$ cat config.mk
export PLATFORM = sky130hd
export DESIGN_NAME = cmi_rx_decoder
export DESIGN_NICKNAME = d
export VERILOG_FILES = /design/src/rtl/cmi_rx_pkg.sv /design/src/rtl/cmi_half_capture.sv /design/src/rtl/cmi_symbol_judge.sv /design/src/rtl/cmi_bit_delay.sv /design/src/rtl/cmi_rx_decoder.sv
export SDC_FILE = /design/constraint.sdc
export NUM_CORES = 1
export LEC_CHECK = 0
export BUFFER_PORTS_ARGS = -buffer_cell sky130_fd_sc_hd__clkbuf_2
export CAP_MARGIN = 10
export CORE_AREA = 2 2 39 41
export DETAILED_ROUTE_END_ITERATION = 7
export DIE_AREA = 0 0 41 43
export GPL_ROUTABILITY_DRIVEN = 0
export HOLD_SLACK_MARGIN = 0.05
export PLACE_DENSITY_LB_ADDON = 0.05
export SKIP_LAST_GASP = 1
export SYNTH_ARGS = -nofsm -noshare
export SYNTH_HDL_FRONTEND = slang
export SYNTH_HIERARCHICAL = 1
export SYNTH_SLANG_ARGS = --single-unit
$ cat constraint.sdc
create_clock -name clk -period 1.1 [get_ports clk]
set_input_delay 0.11 -clock clk [delete_from_list [all_inputs] [get_ports clk]]
set_output_delay 0.11 -clock clk [all_outputs]
set_load 0.02 [all_outputs]
$ cat src/rtl/cmi_rx_pkg.sv
package cmi_rx_pkg;

    // Decoded result of one symbol
    typedef struct packed {
        logic data;
        logic viol;
    } bit_res_t;

    // Level of the last accepted mark
    typedef struct packed {
        logic valid;
        logic level;
    } alt_ref_t;

    typedef struct packed {
        alt_ref_t alt;
        bit_res_t res;
    } judge_state_t;

endpackage

$ cat src/rtl/cmi_half_capture.sv
module cmi_half_capture (
    input  logic clk,
    input  logic rst_n,
    input  logic hs_en,
    input  logic hs_second,
    input  logic hs_data,
    output logic first_half
);

    logic first_d, first_q;

    always_comb begin
        first_d = first_q;
        if (hs_en && !hs_second) begin
            first_d = hs_data;
        end
    end

    always_ff @(posedge clk) begin
        if (!rst_n) begin
            first_q <= 1'b0;
        end else begin
            first_q <= first_d;
        end
    end

    assign first_half = first_q;

endmodule

$ cat src/rtl/cmi_symbol_judge.sv
module cmi_symbol_judge
    import cmi_rx_pkg::*;
(
    input  logic     clk,
    input  logic     rst_n,
    input  logic     sym_stb,
    input  logic     first_half,
    input  logic     second_half,
    output bit_res_t res
);

    judge_state_t st_d, st_q;

    always_comb begin
        st_d = st_q;
        if (sym_stb) begin
            unique case ({first_half, second_half})
                2'b01: begin
                    st_d.res.data = 1'b0;
                    st_d.res.viol = 1'b0;
                end
                2'b10: begin
                    st_d.res.data = 1'b0;
                    st_d.res.viol = 1'b1;
                end
                default: begin
                    st_d.res.data = 1'b1;
                    if (st_q.alt.valid && (st_q.alt.level == first_half)) begin
                        st_d.res.viol = 1'b1;
                    end else begin
                        st_d.res.viol  = 1'b0;
                        st_d.alt.valid = 1'b1;
                        st_d.alt.level = first_half;
                    end
                end
            endcase
        end
    end

    always_ff @(posedge clk) begin
        if (!rst_n) begin
            st_q <= '0;
        end else begin
            st_q <= st_d;
        end
    end

    assign res = st_q.res;

endmodule

$ cat src/rtl/cmi_bit_delay.sv
module cmi_bit_delay
    import cmi_rx_pkg::*;
#(
    parameter int STAGES = 1
) (
    input  logic     clk,
    input  logic     rst_n,
    input  logic     stb,
    input  bit_res_t din,
    output bit_res_t dout
);

    localparam int LAST = STAGES - 1;

    bit_res_t [LAST:0] pipe_d, pipe_q;

    always_comb begin
        pipe_d = pipe_q;
        if (stb) begin
            pipe_d[0] = din;
            for (int i = 1; i < STAGES; i++) begin
                pipe_d[i] = pipe_q[i-1];
            end
        end
    end

    always_ff @(posedge clk) begin
        if (!rst_n) begin
            pipe_q <= '0;
        end else begin
            pipe_q <= pipe_d;
        end
    end

    assign dout = pipe_q[LAST];

endmodule

$ cat src/rtl/cmi_rx_decoder.sv
module cmi_rx_decoder
    import cmi_rx_pkg::*;
#(
    parameter int PIPE_BITS = 1
) (
    input  logic clk,
    input  logic rst_n,
    input  logic hs_en,
    input  logic hs_second,
    input  logic hs_data,
    output logic rx_data,
    output logic rx_viol
);

    logic     bit_stb;
    logic     first_half;
    bit_res_t sym_res;
    bit_res_t out_res;

    assign bit_stb = hs_en & hs_second;

    cmi_half_capture u_cap (
        .clk        (clk),
        .rst_n      (rst_n),
        .hs_en      (hs_en),
        .hs_second  (hs_second),
        .hs_data    (hs_data),
        .first_half (first_half)
    );

    cmi_symbol_judge u_judge (
        .clk         (clk),
        .rst_n       (rst_n),
        .sym_stb     (bit_stb),
        .first_half  (first_half),
        .second_half (hs_data),
        .res         (sym_res)
    );

    cmi_bit_delay #(.STAGES(PIPE_BITS)) u_delay (
        .clk   (clk),
        .rst_n (rst_n),
        .stb   (bit_stb),
        .din   (sym_res),
        .dout  (out_res)
    );

    assign rx_data = out_res.data;
    assign rx_viol = out_res.viol;

endmodule

## After elaboration in Yosys (flattened, before gate mapping)

Cells that the tools add are included.

| storage, ports and cells | value |
|---|---|
| bits in registers | 7 |
| input bits | 5 |
| output and inout bits | 2 |
| logic and storage cells | 20 |

| cells by class | value |
|---|---|
| equal/unequal tests | 3 |
| muxes and demuxes | 2 |
| bitwise logic cells | 3 |
| reductions and logical operators | 5 |

Operator list:

| kind | number |
|---|---|
| case mux 2 bit (2 select lines) | 1 |
| AND reduction 3 bit | 1 |
| equality test 2 x 1 -> 1 bit, second input constant | 1 |
| equality test 2 bit, second input constant | 1 |
| logical AND 1 bit | 2 |
| NOT 1 bit | 2 |
| OR reduction 2 bit | 1 |
| bitwise AND 1 bit | 1 |
| equality test 1 bit | 1 |
| zero test 1 bit | 1 |
| 2-to-1 mux 1 bit | 1 |

## Depth between registers and ports, before layout

Gate-level depths: netlist of run 1.

| depth | value |
|---|---|
| depth in word-level cells | 4 |
| gate-level depth with buffers | 5 |
| gate-level depth less buffers | 5 |

## Hierarchy

Netlist of run 1, hierarchy kept.

By module, submodules not included:

| module | times used | cells an instance | area each (µm²) | seq. area each (µm²) |
|---|---|---|---|---|
| cmi_symbol_judge | 1 | 21 | 187.7 | 80.1 |
| cmi_bit_delay | 1 | 6 | 72.6 | 40.0 |
| cmi_half_capture | 1 | 5 | 51.3 | 20.0 |
| cmi_rx_decoder | 1 | 1 | 6.3 | 0.0 |

## Worst setup path before layout of run 1

Ideal clock, no wire load.

| timing path | value |
|---|---|
| kind | flip-flop to flip-flop |
| from | reg u_cap.first_q, in the netlist u_cap/first_half |
| to | reg u_judge.st_q (netlist bit u_judge/res[0]) |
| library setup time | 0.128 ns |
| arrival time | 0.902 ns |
| data required time | 0.972 ns |
| setup slack | 0.070 ns |
| stages on the path, launching flop included | 5 |
| buffers on the path | 0 |
| clock period less this slack | 1.030 ns |
| path through | dfxtp_1 -> ha_1 -> nor2b_1 -> a31oi_1 -> a21oi_1 |

| on the way | value |
|---|---|
| cells in the longest elaborated chain, start to end | 4 |
| elaborated cells on any way between the ends | 6 |
| classes of those cells | eq/ne: 3; mux: 2; reduce/logical: 1 |

RTL lines:

| element | line | source |
|---|---|---|
| from (decl) | cmi_half_capture.sv:10 | `logic first_d, first_q;` |
| from (signal assigned) | cmi_half_capture.sv:23 | `first_q <= first_d;` |
| equality test 1 bit | cmi_symbol_judge.sv:28 | `if (st_q.alt.valid && (st_q.alt.level == first_half)) begin` |
| logical AND 1 bit | cmi_symbol_judge.sv:28 |  |
| 2-to-1 mux 1 bit | cmi_symbol_judge.sv:28 |  |
| case mux 2 bit (2 select lines) * | cmi_symbol_judge.sv:17 | `unique case ({first_half, second_half})` |
| to (signal assigned) | cmi_symbol_judge.sv:44 | `st_q <= st_d;` |
| to (decl) | cmi_symbol_judge.sv:12 | `judge_state_t st_d, st_q;` |

Every way passes the cells marked *; elsewhere a longest branch is shown, timed or not.
A chain may end at the register's enable or synchronous reset.

## Worst setup path in the final report of run 1

Ends and elaborated chain as after synthesis.

==> impl_metrics.env, run 1 <==
export IMPL_final_max_slew_violation_count=0
export IMPL_clk_latency_ps=240
export IMPL_vias_per_cell=4.16
export IMPL_setup_tns_ps=0
export IMPL_synth_area_sq_um=318
export IMPL_critical_path_required_ps=1220
export IMPL_io_pin_count=7
export IMPL_cts_root_buf="clkbuf_4"
export IMPL_area_growth_pct=25.6
export IMPL_power_mw=0.562
export IMPL_cp_data_arrival_time_ps=1130
export IMPL_vdd_ir_drop_max_uv=560
export IMPL_post_dp_cell_area_sq_um=360
export IMPL_outcome="finished clean"
export IMPL_fmaxAchievable_ghz=0.994
export IMPL_initial_core_util=0.230
export IMPL_hold_depth=3
export IMPL_syn_nets=39
export IMPL_detail_route_iter0_violations=9
export IMPL_wl_per_cell_um=8.90
export IMPL_rsz0062_at_grt="false"
export IMPL_max_slew_worst_pin_slew_ps=299
export IMPL_p_leak_nw=0.159
export IMPL_start_kind="flip-flop"
export IMPL_setup_ws_ps=93.6
export IMPL_finalSetupViolCount=0
export IMPL_synthTopCellsByArea="dfxtp_1 44%, mux2i_1 9.4%, nor2b_1 7.9%, a21boi_0 4.7%, buf_4 4.7%"
export IMPL_crit_chain="ha_4, nor2b_1, a31oi_1, a21oi_1"
export IMPL_drc=0
export IMPL_drive_above_1_share=0.286
export IMPL_cts_max_path_buffers=2
export IMPL_grt_overflow=0
export IMPL_fin_area_sq_um=399
export IMPL_cp_num_buf_inv=0
export IMPL_relSlewSlack=0.801
export IMPL_synth_seq_area_share=0.441
export IMPL_hold_violations=0
export IMPL_antenna_found_initial=0
export IMPL_p_per_area_nw_per_um2=1410
export IMPL_insertedDiodeCount=0
export IMPL_slowest_stage="dfxtp_1"
export IMPL_hpwl_um=400
export IMPL_critPathTopFamily="flip-flops"
export IMPL_grt_pass1_wl_um=897
export IMPL_dp_cells=54
export IMPL_die_h_um=43
export IMPL_numPortBuffers=6
export IMPL_core_area_sq_um=1380
export IMPL_grt_pass1_vias=227
export IMPL_min_path_type="in2reg"
export IMPL_synth_largest_area_cell="dfxtp_1"
export IMPL_path_clk_slew_ps=50
export IMPL_fin_cells=58
export IMPL_endpoint_kind="flip-flop"
export IMPL_path_class="reg2reg"
export IMPL_drt_antenna_violating_nets=0
export IMPL_num_rows=14
export IMPL_crit_fanout=5
export IMPL_fp_dieW_um=41
export IMPL_ys_warnings_count=6
export IMPL_period_share=0.915
export IMPL_cts_tree="done"
export IMPL_postCtsHoldBufs=0
export IMPL_dieArea_sq_um=1760
export IMPL_avgSynthCellArea_sq_um=9.63
export IMPL_max_stage_delay_ps=330
export IMPL_vias=241
export IMPL_numCtsBuffers=3
export IMPL_layout_min_cycle_time_ps=1010
export IMPL_hold_ws_ps=108
export IMPL_place_ws_ps=42.6
export IMPL_finalWirelength_um=516
export IMPL_num_nets_final=49
export IMPL_ys_types=16
export IMPL_dr_pass1_iters=4
export IMPL_cap_viol_max_count=0
export IMPL_ys_seq_elements=7
export IMPL_utilization=0.288
export IMPL_r2r_cells=4
export IMPL_clock_sinks=7
export IMPL_htree_levels=1
export IMPL_skew_ps=0.316
export IMPL_postSynthCellCount=33
export IMPL_synth_top_area_frac=0.441
export IMPL_grt_start_max_net_pins=9
export IMPL_grt_usage=0.0804
export IMPL_worst_path_stages=4
power breakdown:
group / internal (mW) / switching, mW
clock: 0.138 / 0.0911
combinational: 0.0325 / 0.0300
sequential: 0.264 / 0.00575
total: 0.435 / 0.127
final timing paths:
| kind | from | slack, ps | endpoint |
|---|---|---|---|
| setup / recovery | u_cap/first_half$_SDFFE_PN0P_ | 90 | u_judge/res[0]$_SDFFE_PN0P_ |
| hold / removal | hs_data | 110 | u_cap/first_half$_SDFFE_PN0P_ |
| setup reg to reg | u_cap/first_half$_SDFFE_PN0P_ | 90 | u_judge/res[0]$_SDFFE_PN0P_ |
| hold reg to reg | u_judge/res[1]$_SDFFE_PN0P_ | 490 | u_judge/res[1]$_SDFFE_PN0P_ |
tightest hold or removal path, stage by stage:
cell	delay (ps)
clkbuf_2	90
nand2_1	50
mux2i_1	60
cell usage after synthesis:
| cell | number |
|---|---|
| a21boi_0 | 2 |
| a21oi_1 | 2 |
| a31oi_1 | 1 |
| and2_1 | 1 |
| buf_4 | 2 |
| dfxtp_1 | 7 |
| ha_1 | 1 |
| inv_1 | 1 |
| mux2i_1 | 3 |
| nand2_1 | 4 |
| nand2b_1 | 1 |
| nand3_1 | 1 |
| nor2b_1 | 4 |
| nor2b_4 | 1 |
| o21ai_0 | 1 |
| xnor2_1 | 1 |
state kept, by name, summed over array words and instances, names as in the netlist:
register and count:
u_delay/dout 2, u_judge/st_q 2, u_judge/res 2, u_cap/first_half 1
placed cells by master (no fill, tap or decap), types with 2 or more instances in the layout:
cell      n
a21boi_0  2
a21oi_1   2
clkbuf_2  6
clkbuf_4  3
dfxtp_1   7
mux2i_1   3
nand2_1   4
nor2b_1   4
layout make-up:
| cell class | count | area [sq um] |
|---|---|---|
| multi-input cells | 23 | 171 |
| inverters | 1 | 3.75 |
| well taps | 16 | 20.0 |
| fillers | 148 | 985 |
| clock buffers | 4 | 26.3 |
| repair buffers | 7 | 37.5 |
| flip-flops and latches | 7 | 140 |
timing repair:
action | in CTS | in global routing
endpoints found under the setup margin | 0 | 2
resized for setup | 0 | 1
buffers inserted | 0 | 0
logic make-up after synthesis:
kind of cell	share of synthesized area
XOR/XNOR	0.0276
multiplexers	0.0945
flip-flops	0.441
adder cells (fa/ha/maj)	0.0394
AND/OR/NAND/NOR	0.224
buffers and inverters	0.0590
AO/OA/AOI/OAI	0.114
layer usage:
layer	track usage	part of all wire	vias up
met5	0	0	-
met4	0.0800	0	0
met3	0.0314	0.070	0
met2	0.0844	0.45	5
met1	0.113	0.48	107
li1	-	-	129
Note: power is estimated with default switching activity, not from simulation.
==> inputs of run 2 (changes only) <==
--- a/config.mk
+++ b/config.mk
@@ -7,6 +7,8 @@
 export LEC_CHECK = 0
 export BUFFER_PORTS_ARGS = -buffer_cell sky130_fd_sc_hd__clkbuf_2
 export CAP_MARGIN = 10
+export CELL_PAD_IN_SITES_DETAIL_PLACEMENT = 0
+export CELL_PAD_IN_SITES_GLOBAL_PLACEMENT = 1
 export CORE_AREA = 2 2 39 41
 export DETAILED_ROUTE_END_ITERATION = 7
 export DIE_AREA = 0 0 41 43
==> run 2 against run 1 <==
Effect of this change:
- combinational power fell by 0.8%
- sequential share of layout area did not move
- non-clock buffer count did not move
- critical path depth did not move
- utilization did not move
- largest cell class unchanged
- largest power group unchanged
==> impl_metrics.env, run 2 (same netlist as run 1, synthesis figures left out) <==
export IMPL_area_growth_pct=25.6
export IMPL_period_share=0.916
export IMPL_layout_min_cycle_time_ps=1010
export IMPL_num_rows=14
export IMPL_fmaxAchievable_ghz=0.993
export IMPL_clk_latency_ps=250
export IMPL_cts_max_path_buffers=2
export IMPL_cts_tree="done"
export IMPL_io_pin_count=7
export IMPL_numCtsBuffers=3
export IMPL_max_stage_delay_ps=330
export IMPL_setup_tns_ps=0
export IMPL_p_seq_frac=0.480
export IMPL_p_clk_frac=0.410
export IMPL_pwr_share_comb=0.110
export IMPL_drt_antenna_violating_nets=0
export IMPL_core_area_sq_um=1380
export IMPL_max_slew_worst_pin_slew_ps=311
export IMPL_dieArea_sq_um=1760
export IMPL_dr_pass1_iters=4
export IMPL_p_per_area_nw_per_um2=1410
export IMPL_min_path_type="in2reg"
export IMPL_htree_levels=1
export IMPL_wl_per_cell_um=9.45
export IMPL_finalSetupViolCount=0
export IMPL_hold_violations=0
export IMPL_nFillCells=159
export IMPL_vias_per_cell=4.31
export IMPL_grt_overflow=0
export IMPL_crit_chain="ha_4, nor2b_1, a31oi_1, a21oi_1"
export IMPL_cp_num_buf_inv=0
export IMPL_start_kind="flip-flop"
export IMPL_critical_path_required_ps=1220
export IMPL_crit_fanout=5
export IMPL_num_nets_final=49
export IMPL_vias=250
export IMPL_clock_sinks=7
export IMPL_endpoint_kind="flip-flop"
export IMPL_grt_usage=0.0823
export IMPL_path_class="reg2reg"
export IMPL_fin_area_sq_um=399
export IMPL_path_clk_slew_ps=50
export IMPL_cts_root_buf="clkbuf_4"
export IMPL_intPower_mw=0.435
export IMPL_final_max_slew_violation_count=0
export IMPL_outcome="finished clean"
export IMPL_grt_pass1_wl_um=890
export IMPL_initial_core_util=0.230
export IMPL_slowest_stage="dfxtp_1"
export IMPL_postCtsSetupRepairBufs=0
export IMPL_cts_resized_gates=0
export IMPL_critPathTopFamily="flip-flops"
export IMPL_skew_ps=0.841
export IMPL_finalWirelength_um=548
export IMPL_post_dp_cell_area_sq_um=360
export IMPL_detail_route_iter0_violations=1
export IMPL_power_mw=0.564
export IMPL_setup_ws_ps=92.5
export IMPL_place_ws_ps=28.4
export IMPL_grt_pass1_vias=256
export IMPL_final_common_cell="dfxtp_1"
export IMPL_grt_start_max_net_pins=9
export IMPL_postCtsHoldBufs=0
export IMPL_die_h_um=43
export IMPL_drc=0
export IMPL_hold_ws_ps=103
export IMPL_hpwl_um=427
export IMPL_p_leak_nw=0.159
export IMPL_switching_power_mw=0.128
export IMPL_insertedDiodeCount=0
export IMPL_antenna_found_initial=0
export IMPL_drive_above_1_share=0.286
export IMPL_cp_data_arrival_time_ps=1130
export IMPL_vdd_ir_drop_max_uv=524
export IMPL_rsz0062_at_grt="false"
export IMPL_cap_viol_max_count=0
export IMPL_relSlewSlack=0.793
export IMPL_numPortBuffers=6
export IMPL_switching_share=0.228
export IMPL_final_cell_mix="7 x dfxtp_1, 6 x clkbuf_2, 4 x nand2_1, 4 x nor2b_1"
export IMPL_fp_dieW_um=41
-- run 2: cell counts in the layout (fill, tap and decap cells not counted) --
No cell type changed its count.
-- run 2: worst paths after layout --
kind                                 start                       endpoint  slack (ps)  cells after the start
max          u_cap/first_half$_SDFFE_PN0P_    u_judge/res[0]$_SDFFE_PN0P_          90                      4
min                                hs_data  u_cap/first_half$_SDFFE_PN0P_         100                      3
max reg2reg  u_cap/first_half$_SDFFE_PN0P_    u_judge/res[0]$_SDFFE_PN0P_          90                      4
min reg2reg    u_judge/res[1]$_SDFFE_PN0P_    u_judge/res[1]$_SDFFE_PN0P_         490                      2
-- run 2: cell type report --
| class | count | area (sq um) | area share |
|---|---|---|---|
| Clock buffer | 4 | 26.3 | 0.0658 |
| Inverter | 1 | 3.75 | 0.00940 |
| Timing Repair Buffer | 7 | 37.5 | 0.0940 |
| Multi-Input combinational cell | 23 | 171 | 0.429 |
| Sequential cell | 7 | 140 | 0.351 |
| Tap cell | 16 | 20.0 | 0.0502 |
-- run 2: stage by stage --
step	instances	utilization
finish	58	0.288
global placement	54	0.260
global route	58	0.288
detailed placement	54	0.260
CTS	58	0.279
floorplan	33	-
-- run 2: power by group through the flow --
stage	clock, mW	combinational (mW)	sequential (mW)
final	0.231	0.0620	0.270
after global routing	0.259	0.0688	0.271
after floorplan	0	0.0394	0.276
after global placement	0	0.0577	0.274
after CTS	0.245	0.0586	0.269
after detailed placement	0	0.0585	0.275
-- run 2: metal layers --
metal  track usage  vias up  wire (um)
met5             0        -          0
met4         0.100        0          4
met3        0.0314        2         33
met2        0.0969        7        257
met1        0.0965      114        252
li1              -      127          -
-- run 2: worst reg2reg max path: stages, from the launching register on --
cell,delay (ps)
dfxtp_1,330
ha_4,290
nor2b_1,40
a31oi_1,140
a21oi_1,80
==> inputs of run 3 (changes only) <==
--- a/config.mk
+++ b/config.mk
@@ -9,10 +9,11 @@
 export CAP_MARGIN = 10
 export CELL_PAD_IN_SITES_DETAIL_PLACEMENT = 0
 export CELL_PAD_IN_SITES_GLOBAL_PLACEMENT = 1
-export CORE_AREA = 2 2 39 41
+export CORE_AREA = 8 8 45 47
 export DETAILED_ROUTE_END_ITERATION = 7
-export DIE_AREA = 0 0 41 43
+export DIE_AREA = 0 0 53 55
 export GPL_ROUTABILITY_DRIVEN = 0
+export GPL_TIMING_DRIVEN = 0
 export HOLD_SLACK_MARGIN = 0.05
 export PLACE_DENSITY_LB_ADDON = 0.05
 export SKIP_LAST_GASP = 1
==> run 3 against run 2 <==
Effect of this change:
- utilization up 0.63 points
- register-to-register slack got worse by 30 ps
- die area rose by 65%
- global-route usage is 2.2 points lower
- sequential cell count unchanged
- clock-buffer cell count stayed put
- critical path type unchanged
- sequential power about the same
- non-clock buffer count is 1 higher
- via count is 1.6% higher
==> impl_metrics.env, run 3 (same netlist as run 1, synthesis figures left out) <==
export IMPL_num_nets_final=50
export IMPL_finalWirelength_um=641
export IMPL_grt_usage=0.0601
export IMPL_start_kind="flip-flop"
export IMPL_dieArea_sq_um=2920
export IMPL_numCtsBuffers=3
export IMPL_utilization=0.295
export IMPL_finalSetupViolCount=0
export IMPL_hold_violations=0
export IMPL_hold_ws_ps=95.4
export IMPL_io_pin_count=7
export IMPL_drive_above_1_share=0.326
export IMPL_postCtsHoldBufs=0
export IMPL_fin_area_sq_um=408
export IMPL_grt_pass1_vias=260
export IMPL_cts_root_buf="clkbuf_4"
export IMPL_met2WireLength_um=300
export IMPL_cts_max_path_buffers=2
export IMPL_path_clk_slew_ps=50
export IMPL_fmaxAchievable_ghz=0.964
export IMPL_detail_route_iter0_violations=5
export IMPL_period_share=0.943
export IMPL_p_leak_nw=0.165
export IMPL_insertedDiodeCount=0
export IMPL_grt_pass1_wl_um=1120
export IMPL_hold_path_end="u_cap/first_half$_SDFFE_PN0P_"
export IMPL_core_area_sq_um=1380
export IMPL_die_h_um=55
export IMPL_final_max_slew_violation_count=0
export IMPL_layout_min_cycle_time_ps=1040
export IMPL_cap_viol_max_count=0
export IMPL_power_mw=0.571
export IMPL_worst_path_stages=4
export IMPL_grt_start_max_net_pins=9
export IMPL_vias_per_cell=4.31
export IMPL_vdd_ir_drop_max_uv=402
export IMPL_p_per_area_nw_per_um2=1400
export IMPL_rrSetupSlack_ps=60
export IMPL_path_class="reg2reg"
export IMPL_cp_data_arrival_time_ps=1160
export IMPL_final_cell_mix="6 x clkbuf_2, 6 x dfxtp_1, 4 x nand2_1, 4 x nor2b_1"
export IMPL_endpoint_kind="flip-flop"
export IMPL_clk_latency_ps=250
export IMPL_critical_path_required_ps=1230
export IMPL_antenna_found_initial=0
export IMPL_nFillCells=146
export IMPL_multiInputGateArea_sq_um=171
export IMPL_numPortBuffers=6
export IMPL_wl_per_cell_um=10.9
export IMPL_r2r_end="u_judge/res[0]$_SDFFE_PN0P_"
export IMPL_cts_tree="done"
export IMPL_hpwl_um=449
export IMPL_drt_antenna_violating_nets=0
export IMPL_max_stage_delay_ps=350
export IMPL_setup_tns_ps=0
export IMPL_highest_layer="met4"
export IMPL_dr_pass1_iters=4
export IMPL_area_growth_pct=28.3
export IMPL_relSlewSlack=0.795
export IMPL_routed_wl_met3_um=66
export IMPL_m1WireLength_um=265
export IMPL_crit_chain="ha_4, nor2b_1, a31oi_1, a21oi_1"
export IMPL_critPathTopFamily="flip-flops"
export IMPL_num_rows=14
export IMPL_regArea_sq_um=141
export IMPL_crit_fanout=5
export IMPL_htree_levels=1
export IMPL_slowest_stage="dfxtp_2"
export IMPL_skew_ps=1.25
export IMPL_r2r_cells=4
export IMPL_min_path_type="in2reg"
export IMPL_hold_depth=3
export IMPL_drc=0
export IMPL_post_dp_cell_area_sq_um=368
export IMPL_hp_start="hs_data"
export IMPL_fp_dieW_um=53
export IMPL_max_slew_worst_pin_slew_ps=307
export IMPL_vias=254
export IMPL_cp_num_buf_inv=0
export IMPL_rsz0062_at_grt="false"
export IMPL_grt_overflow=0
export IMPL_outcome="finished clean"
export IMPL_initial_core_util=0.230
export IMPL_reg2reg_from="u_cap/first_half$_SDFFE_PN0P_"
export IMPL_clock_sinks=7
## run 3: worst register-to-register path: cells and delay by family, from the launching register on
kind | cells | cell delay (ps)
adders and majority gates | 1 | 290
AOI/OAI and AO/OA | 2 | 220
and+or+nand+nor | 1 | 50
DFF | 1 | 350
## run 3: cell type report
cell class / count / share of cell area
Buffer: 2 / 0.0368
Clock buffer: 4 / 0.0644
Inverter: 1 / 0.00920
Multi-Input combinational cell: 23 / 0.420
Sequential cell: 7 / 0.347
Tap cell: 16 / 0.0491
Timing Repair Buffer: 6 / 0.0736
## run 3: timing repair
item,CTS,global route
resized for setup,1,1
setup endpoints to repair,2,2
buffers inserted,0,0
## run 3: metrics by stage
step	worst slack, ps	cells
after floorplan	69.9	33
after global placement	-6.30	55
after detailed placement	-22.0	55
after CTS	8.59	59
after global routing	17.9	59
final	63.0	59
## run 3: layer usage
layer	global-route usage	vias up
met1	0.0472	116
met2	0.0820	6
met3	0.0588	2
met5	0	-
li1	-	130
met4	0.0647	0
## run 3: how the worst max path moves through the flow
stage | slack (ps) | endpoint | from
3_3_place_gp | -6 | u_judge/res[0]$_SDFFE_PN0P_ | u_cap/first_half$_SDFFE_PN0P_
5_1_grt | 20 | u_judge/res[0]$_SDFFE_PN0P_ | u_cap/first_half$_SDFFE_PN0P_
2_1_floorplan | 70 | u_judge/res[0]$_SDFFE_PN0P_ | u_cap/first_half$_SDFFE_PN0P_
4_1_cts | 9 | u_judge/st_q[2]$_SDFFE_PN0P_ | u_cap/first_half$_SDFFE_PN0P_
6_report | 60 | u_judge/res[0]$_SDFFE_PN0P_ | u_cap/first_half$_SDFFE_PN0P_
3_5_place_dp | -20 | u_judge/res[0]$_SDFFE_PN0P_ | u_cap/first_half$_SDFFE_PN0P_
## run 3: report_power, final
| group | total, mW | switching, mW | internal (mW) |
|---|---|---|---|
| registers | 0.272 | 0.00773 | 0.265 |
| clock network | 0.233 | 0.0950 | 0.138 |
| logic | 0.0651 | 0.0297 | 0.0354 |
